<file path="src/rtl/cdiv_pkg.sv">
package cdiv_pkg;
  typedef enum logic [1:0] {
    SEL_CMP_A  = 2'd0,
    SEL_CMP_B  = 2'd1,
    SEL_PERIOD = 2'd2,
    SEL_NONE   = 2'd3
  } reg_sel_e;
endpackage

</file>
<file path="src/rtl/rise_detect.sv">
module rise_detect #(
  parameter int W = 1
) (
  input  logic         clk,
  input  logic         rst_n,
  input  logic [W-1:0] sig,
  output logic [W-1:0] rise
);
  logic [W-1:0] sig_d;

  for (genvar i = 0; i < W; i++) begin : g_bit
    always_ff @(posedge clk) begin
      if (!rst_n) sig_d[i] <= 1'b0;
      else        sig_d[i] <= sig[i];
    end
    assign rise[i] = sig[i] & ~sig_d[i];
  end
endmodule

</file>
<file path="src/rtl/cdiv_core.sv">
module cdiv_core #(
  parameter int CNT_W = 16
) (
  input  logic             clk,
  input  logic             rst_n,
  input  logic             advance,
  input  logic             evt_rise,
  input  logic             restart,
  input  logic [CNT_W-1:0] cmp_a,
  input  logic [CNT_W-1:0] cmp_b,
  input  logic [CNT_W-1:0] period,
  output logic [CNT_W-1:0] cnt,
  output logic             wave_a,
  output logic             wave_b
);
  logic [CNT_W-1:0] cnt_next;

  // value entered by the next tick: wrap after the period value
  always_comb cnt_next = (cnt == period) ? '0 : cnt + 1'b1;

  always_ff @(posedge clk) begin
    if (!rst_n || restart) begin
      cnt    <= '0;
      wave_a <= 1'b0;
      wave_b <= 1'b0;
    end else begin
      if (advance) cnt <= cnt_next;

      if (advance && cnt_next == period)     wave_a <= 1'b0;
      else if (advance && cnt_next == cmp_a) wave_a <= 1'b1;

      if (advance && cnt_next == cmp_b) wave_b <= 1'b0;
      else if (evt_rise)                wave_b <= 1'b1;
    end
  end
endmodule

</file>
<file path="src/rtl/cdiv_retrig.sv">
module cdiv_retrig #(
  parameter int CNT_W = 16
) (
  input  logic             clk,
  input  logic             rst_n,
  input  logic             period_wr,
  input  logic [CNT_W-1:0] period_new,
  input  logic [CNT_W-1:0] period,
  input  logic [CNT_W-1:0] cnt,
  input  logic             counter_frozen,
  input  logic             sw_trig,
  output logic             pend,
  output logic             fire
);
  logic aligned;

  // a zero period is treated as aligning only at count zero
  always_comb begin
    if (period == '0) aligned = (cnt == '0);
    else              aligned = ((cnt % period) == '0);
  end

  assign fire = pend & aligned;

  always_ff @(posedge clk) begin
    if (!rst_n || sw_trig) pend <= 1'b0;
    else if (period_wr)    pend <= (cnt > period_new) && !counter_frozen;
    else if (fire)         pend <= 1'b0;
  end
endmodule

</file>
<file path="src/rtl/carrier_div_timer.sv">
module carrier_div_timer #(
  parameter int CNT_W        = 16,
  parameter int RESET_PERIOD = 128
) (
  input  logic             clk,
  input  logic             rst_n,
  input  logic             carrier_in,
  input  logic             gate_en,
  input  logic             gate_in,
  input  logic             evt_in,
  input  logic             sw_trig,
  input  logic             wr_en,
  input  logic [1:0]       wr_sel,
  input  logic [CNT_W-1:0] wr_data,
  output logic             out_a,
  output logic             out_b,
  output logic [CNT_W-1:0] cnt_o
);
  import cdiv_pkg::*;

  localparam logic [CNT_W-1:0] PERIOD_INIT = CNT_W'(RESET_PERIOD);
  localparam logic [CNT_W-1:0] CMPA_INIT   = CNT_W'(RESET_PERIOD / 2);
  localparam logic [CNT_W-1:0] CMPB_INIT   = CNT_W'(RESET_PERIOD / 4);

  logic [CNT_W-1:0] cmp_a_q, cmp_b_q, period_q;
  logic [1:0]       edges;
  logic             car_rise, evt_rise, advance, frozen, pend_q, fire, restart;
  reg_sel_e         sel;

  assign sel = reg_sel_e'(wr_sel);

  rise_detect #(.W(2)) u_edges (
    .clk  (clk),
    .rst_n(rst_n),
    .sig  ({evt_in, carrier_in}),
    .rise (edges)
  );
  assign car_rise = edges[0];
  assign evt_rise = edges[1];

  assign frozen  = gate_en & ~gate_in;
  assign advance = car_rise & ~frozen;
  assign restart = sw_trig | fire;

  always_ff @(posedge clk) begin
    if (!rst_n) begin
      cmp_a_q  <= CMPA_INIT;
      cmp_b_q  <= CMPB_INIT;
      period_q <= PERIOD_INIT;
    end else if (wr_en) begin
      case (sel)
        SEL_CMP_A:  cmp_a_q  <= wr_data;
        SEL_CMP_B:  cmp_b_q  <= wr_data;
        SEL_PERIOD: period_q <= wr_data;
        default:    ;
      endcase
    end
  end

  cdiv_retrig #(.CNT_W(CNT_W)) u_retrig (
    .clk           (clk),
    .rst_n         (rst_n),
    .period_wr     (wr_en && sel == SEL_PERIOD),
    .period_new    (wr_data),
    .period        (period_q),
    .cnt           (cnt_o),
    .counter_frozen(frozen),
    .sw_trig       (sw_trig),
    .pend          (pend_q),
    .fire          (fire)
  );

  cdiv_core #(.CNT_W(CNT_W)) u_core (
    .clk     (clk),
    .rst_n   (rst_n),
    .advance (advance),
    .evt_rise(evt_rise),
    .restart (restart),
    .cmp_a   (cmp_a_q),
    .cmp_b   (cmp_b_q),
    .period  (period_q),
    .cnt     (cnt_o),
    .wave_a  (out_a),
    .wave_b  (out_b)
  );
endmodule

</file>
<file path="config.mk">
export PLATFORM = sky130hd
export DESIGN_NAME = carrier_div_timer
export DESIGN_NICKNAME = d
export VERILOG_FILES = /design/src/rtl/cdiv_pkg.sv /design/src/rtl/rise_detect.sv /design/src/rtl/cdiv_core.sv /design/src/rtl/cdiv_retrig.sv /design/src/rtl/carrier_div_timer.sv
export SDC_FILE = /design/constraint.sdc
export NUM_CORES = 1
export LEC_CHECK = 0
export BUFFER_PORTS_ARGS = -buffer_cell sky130_fd_sc_hd__buf_2
export CORE_MARGIN = 5
export CORE_UTILIZATION = 30
export DETAILED_ROUTE_END_ITERATION = 12
export PLACE_DENSITY_LB_ADDON = 0.1
export SYNTH_ARGS = -nofsm -noshare
export SYNTH_HDL_FRONTEND = slang
export SYNTH_HIERARCHICAL = 1
export SYNTH_SLANG_ARGS = --single-unit
</file>
<file path="constraint.sdc">
create_clock -name clk -period 39.9 [get_ports clk]
set_input_delay 1.995 -clock clk [delete_from_list [all_inputs] [get_ports clk]]
set_output_delay 1.995 -clock clk [all_outputs]
set_load 0.1 [all_outputs]
</file>
==> metrics.txt, run 1 <==
Seq/Total Area, Yosys=0.1052; worst min path class=reg2reg; std cell rows=76; Fmax=29.13 MHz; non-filler cells, final=2,386; detailed placement HPWL=40,040 um; pins over their slew limit=0; Worst Max-Slew Pin Slew=1.172 ns; CTS Buf Count=9; crit path launch=period_q[9]; dominant synthesized flop cell=dfxtp_1; Crit path largest cell delay=0.95 ns; status=complete, no violations; clk root buf=clkbuf_16; Resized Gates After CTS=0; TritonCTS clock tree=yes; Initial Utilization=0.3042; Netlist cell types=approximately 110; Initial DRT Pass Iterations=5; routed length per instance=approximately 21 um; Yosys top cell area share=0.1477; Detailed Route WL=slightly above 50,000 um; Die Wd=roughly 220 um; Slew HR=0.2150; number of synthesized flops with an enable pin=0; fraction of layout cells with a size suffix above 1=0.1005; number of cells on the critical path=115; RSZ-0062 raised after global routing=no; fin crit share=0.8605; final worst slack=5.567 ns; # placed instances=2,370; post-synthesis cell area=0.01313 mm2; IO Pins=44; Routed Antenna Nets=0; synth warn=6; largest fanout on the critical path=21; Setup TNS=0 ns; clk_skew=0.008799 ns; final-report hold violation count=0; Req. time, crit path=between 40 and 50 ns; vias in the first global route=12,920; filler instances=4,723; r2r worst-path depth=115; DRC violations left=0; Critical Path AT=about 35 ns; CTS H-tree depth=3; IO buf count=43; vias=~14,000; die area=just under 0.05 mm2; GP Congestion=0.8753; Core Area=0.04317 mm2; Clock Latency Late Sink=0.34 ns; Crit-path slowest cell=o211ai_1; GRT Overall Usage=0.2067; min Tclk post-route=34.33 ns; largest net degree at the start of global routing=70; hold depth=2; most frequent CP cell=ha_1; clk sink count=69; vias per cell=5.702; clk buf depth=2; post-synth top area cell=ha_1; first-pass GRT wire length=78,110 um; async set-reset flop share out of synthesis=0; max cap viols=0; multi-input logic area=0.01097 mm2; Initial DRC Count=1,137; start of the worst register-to-register path=period_q[9]; Crit. End Element=flop; grt ovf=0; # hold bufs at CTS=0; register area=between 0.001 and 0.0015 mm2; pre-CTS setup slack=between 6 and 7 ns; clk slew on worst S/H paths=0.06 ns; fin nets=1,978; Post-CTS Setup Repair Bufs=0; top cells by area, synth=ha_1 15%, dfxtp_1 11%, nand2_1 5.2%, mux2i_1 4.7%, xnor2_1 4.5%; critical path's top delay family=compound AO/OA/AOI/OAI gates; Post-Synthesis Net Count=1,962; Synth Register Bits=between 60 and 70; fin util=0.3304; # diodes=0; CP Class=reg2reg; Layout area overhead=8.632%; Mapped Cells=between 1,500 and 2,000; die height=219.2 um; Critical Path Start Type=flop; Synth Area per Inst=approximately 7.4 um2; initial antenna violation count=2; min-delay src=cmp_a_q[15]; # setup viols final=0; buffer and inverter count on the worst path=5
-- layout make-up --
class / instances / share of cell area
Multi-Input combinational cell: 1538 / 0.7691
Timing Repair Buffer: 80 / 0.03438
Tap cell: 585 / 0.05131
Clock inverter: 7 / 0.006842
Sequential cell: 69 / 0.09683
Clock buffer: 9 / 0.01579
Inverter: 98 / 0.02579
-- stage by stage --
step | hold slack, ns | instance area (um2)
2_1_floorplan | 0.4442 | 13130
3_3_place_gp | 0.4586 | 13940
3_5_place_dp | 0.4651 | 13940
4_1_cts | 0.4751 | 14260
5_1_grt | 0.4993 | 14260
6_report | 0.4721 | 14260
-- final timing paths --
path / endpoint / slack, ns
worst min-delay path: cmp_a_q[15] / 0.47
worst max-delay path: u_core/wave_b / 5.57
worst min register to register: cmp_a_q[15] / 0.47
worst max register to register: u_core/wave_b / 5.57
-- cells in the final DEF (no fill, tap or decap), types with 18 or more instances in the layout --
| cell | Yosys | final |
|---|---|---|
| nand2_1 | 181 | 181 |
| ha_1 | 155 | 155 |
| nor2_1 | 136 | 136 |
| a21oi_1 | 112 | 112 |
| inv_1 | 97 | 97 |
| nor3_1 | 86 | 86 |
| o21ai_0 | 81 | 81 |
| dfxtp_1 | 69 | 69 |
| xnor2_1 | 67 | 67 |
| mux2i_1 | 62 | 62 |
| o21a_1 | 50 | 50 |
| nand3_1 | 45 | 45 |
| buf_2 | 17 | 44 |
| xor2_1 | 41 | 41 |
| a21o_1 | 38 | 38 |
| buf_4 | 8 | 36 |
| o211ai_1 | 34 | 34 |
| nand4_1 | 34 | 34 |
| or3_1 | 28 | 28 |
| a211oi_1 | 23 | 23 |
| a31oi_1 | 19 | 19 |
| nor2b_1 | 18 | 18 |
-- registers in the layout, indices dropped and copies added, names as in the netlist --
register       cells
cmp_a_q           16
cmp_b_q           16
period_q          16
u_core/cnt        16
u_edges/sig_d      2
u_core/wave_a      1
u_core/wave_b      1
u_retrig/pend      1
-- synthesized netlist by cell type, drive strengths merged (23+ instances only) --
cell type,number
nand2,182
ha,155
nor2,138
a21oi,117
inv,97
nor3,91
o21ai,89
xnor2,70
dfxtp,69
mux2i,62
o21a,50
nand3,46
xor2,42
buf,41
a21o,38
o211ai,36
nand4,35
clkbuf,34
or3,29
a211oi,25
nor4,23
-- worst register-to-register path: cells and delay by family (launching register included) --
family                     cells  cell delay (ns)
AOI/OAI and AO/OA             57            16.90
buffers and inverters          5             0.65
and+or+nand+nor               36            10.39
DFF                            1             0.39
muxes                          2             1.03
adders and majority gates     15             4.84
-- per-layer routing --
| metal | track usage | up-vias | wire (um) |
|---|---|---|---|
| li1 | - | 6684 | - |
| met1 | 0.2863 | 6502 | 24150 |
| met2 | 0.3486 | 361 | 23540 |
| met3 | 0.01724 | 57 | 2088 |
| met4 | 0.04961 | 2 | 1207 |
| met5 | 0 | - | 9 |
-- kinds of logic (layout without fill, tap and decap cells) --
family          after synthesis  after routing  synth area share
mux                          77             77           0.06070
buf+inv                     173            194           0.06089
compound gates              518            518            0.2760
simple gates                673            673            0.2667
flops                        69             69            0.1052
xor+xnor                    114            114           0.08128
fa+ha+maj                   156            156            0.1492
Power of run 1 is not shown: default switching activity piles up to over one toggle a cycle in this logic, so the estimate is an artifact.
==> inputs of run 2 (changes only) <==
--- a/config.mk
+++ b/config.mk
@@ -9,7 +9,6 @@
 export CORE_MARGIN = 5
 export CORE_UTILIZATION = 30
 export DETAILED_ROUTE_END_ITERATION = 12
-export PLACE_DENSITY_LB_ADDON = 0.1
 export SYNTH_ARGS = -nofsm -noshare
 export SYNTH_HDL_FRONTEND = slang
 export SYNTH_HIERARCHICAL = 1
==> metrics.txt, run 2 (synthesized netlist as in run 1, its figures left out) <==
CP Class=reg2reg; Setup TNS=0 ns; Die Wd=219.2 um; # diodes=0; largest fanout on the critical path=21; Routed Antenna Nets=0; Slew HR=0.2061; most frequent CP cell=ha_1; # hold bufs at CTS=0; most common cell after layout, fill and taps aside=nand2_1; pins over their slew limit=0; fin crit share=0.8720; max cap viols=0; worst min path class=reg2reg; die area=0.04806 mm2; IO Pins=44; largest net degree at the start of global routing=70; Post-CTS Setup Repair Bufs=0; fraction of layout cells with a size suffix above 1=0.09441; grt ovf=0; min Tclk post-route=34.79 ns; Layout area overhead=7.785%; wire length on met1=21,320 um; Resized Gates After CTS=0; Crit-path slowest cell=a2111oi_0; filler instances=4,656; TritonCTS clock tree=yes; Req. time, crit path=roughly 40 ns; DRC violations left=0; GRT Overall Usage=0.1864; clk root buf=clkbuf_16; final-report hold violation count=0; IO buf count=43; clk_skew=0.006657 ns; Clock Latency Late Sink=roughly 0.34 ns; Initial DRC Count=1,423; CTS H-tree depth=3; Crit. End Element=flop; Routed met3 length=3278 um; fin nets=a little under 2,000; initial antenna violation count=0; Detailed Route WL=46,440 um; Critical Path Start Type=flop; first-pass GRT wire length=around 73,000 um; Initial DRT Pass Iterations=6; RSZ-0062 raised after global routing=no; std cell rows=76; # setup viols final=0; GP Congestion=a little under 1; vias=~14,000; Crit path largest cell delay=1.02 ns; clk sink count=between 60 and 70; design area=0.01415 mm2; detailed placement HPWL=between 30,000 and 40,000 um; vias per cell=5.852; Initial Utilization=0.3042; Critical Path AT=35.00 ns; routed length on met2=20,710 um; vias in the first global route=13,130; clk buf depth=2; die height=219.2 um; Core Area=0.04317 mm2; routed length per instance=around 20 um; most frequent cells in the layout=181 x nand2_1, 155 x ha_1, 136 x nor2_1; DP Area=0.01386 mm2; CTS Buf Count=9; top sig layer=met4; status=complete, no violations; Worst Max-Slew Pin Slew=1.183 ns; Fmax=roughly 29 MHz; clk slew on worst S/H paths=0.06 ns
-- run 2: cell types whose count changed in the layout (fill, tap and decap cells not counted), sizes merged --
cell	previous run	this run
buf	80	69
clkinv	2	4
inv	99	97
bufinv	2	1
clkbuf	9	10
-- run 2: layout make-up --
class	count	area, um2	share of cell area
multi-input cells	1538	10970	0.7750
repair buffers	69	410.4	0.02900
clock inverters	6	63.81	0.004508
clock buffers	10	229.0	0.01618
flip-flops and latches	69	1381	0.09759
inverters	98	367.9	0.02599
well taps	585	732.0	0.05171
-- run 2: final timing paths --
kind | start | end | slack, ns | cells after the start
hold reg to reg | cmp_a_q[1] | cmp_a_q[1] | 0.47 | 2
hold / removal | cmp_a_q[1] | cmp_a_q[1] | 0.47 | 2
setup / recovery | period_q[9] | u_core/wave_b | 5.11 | 115
setup reg to reg | period_q[9] | u_core/wave_b | 5.11 | 115
-- run 2: per-layer routing --
layer / GRT usage / up-vias
met5: 0 / -
met4: 0.05066 / 0
met3: 0.01780 / 71
met2: 0.3023 / 589
met1: 0.2643 / 6561
li1: - / 6678
-- run 2: critical path, delay by kind of cell (launching register included) --
kind	cells	cell delay [ns]
muxes	3	1.37
DFF	1	0.39
buffers and inverters	5	0.49
adders and majority gates	15	4.92
and+or+nand+nor	38	11.07
AOI/OAI and AO/OA	54	16.33
-- run 2: per-stage QoR --
| step | hold slack (ns) | setup WS (ns) | utilization | std cells |
|---|---|---|---|---|
| after detailed placement | 0.4643 | 6.133 | 0.3211 | 2359 |
| final | 0.4708 | 5.107 | 0.3278 | 2375 |
| after global placement | 0.4600 | 6.334 | 0.3211 | 2359 |
| after CTS | 0.4732 | 6.035 | 0.3278 | 2375 |
| after global routing | 0.4959 | 2.884 | 0.3278 | 2375 |
| after floorplan | 0.4442 | 12.91 | - | 1780 |
Power of run 2 is left out for the same reason.
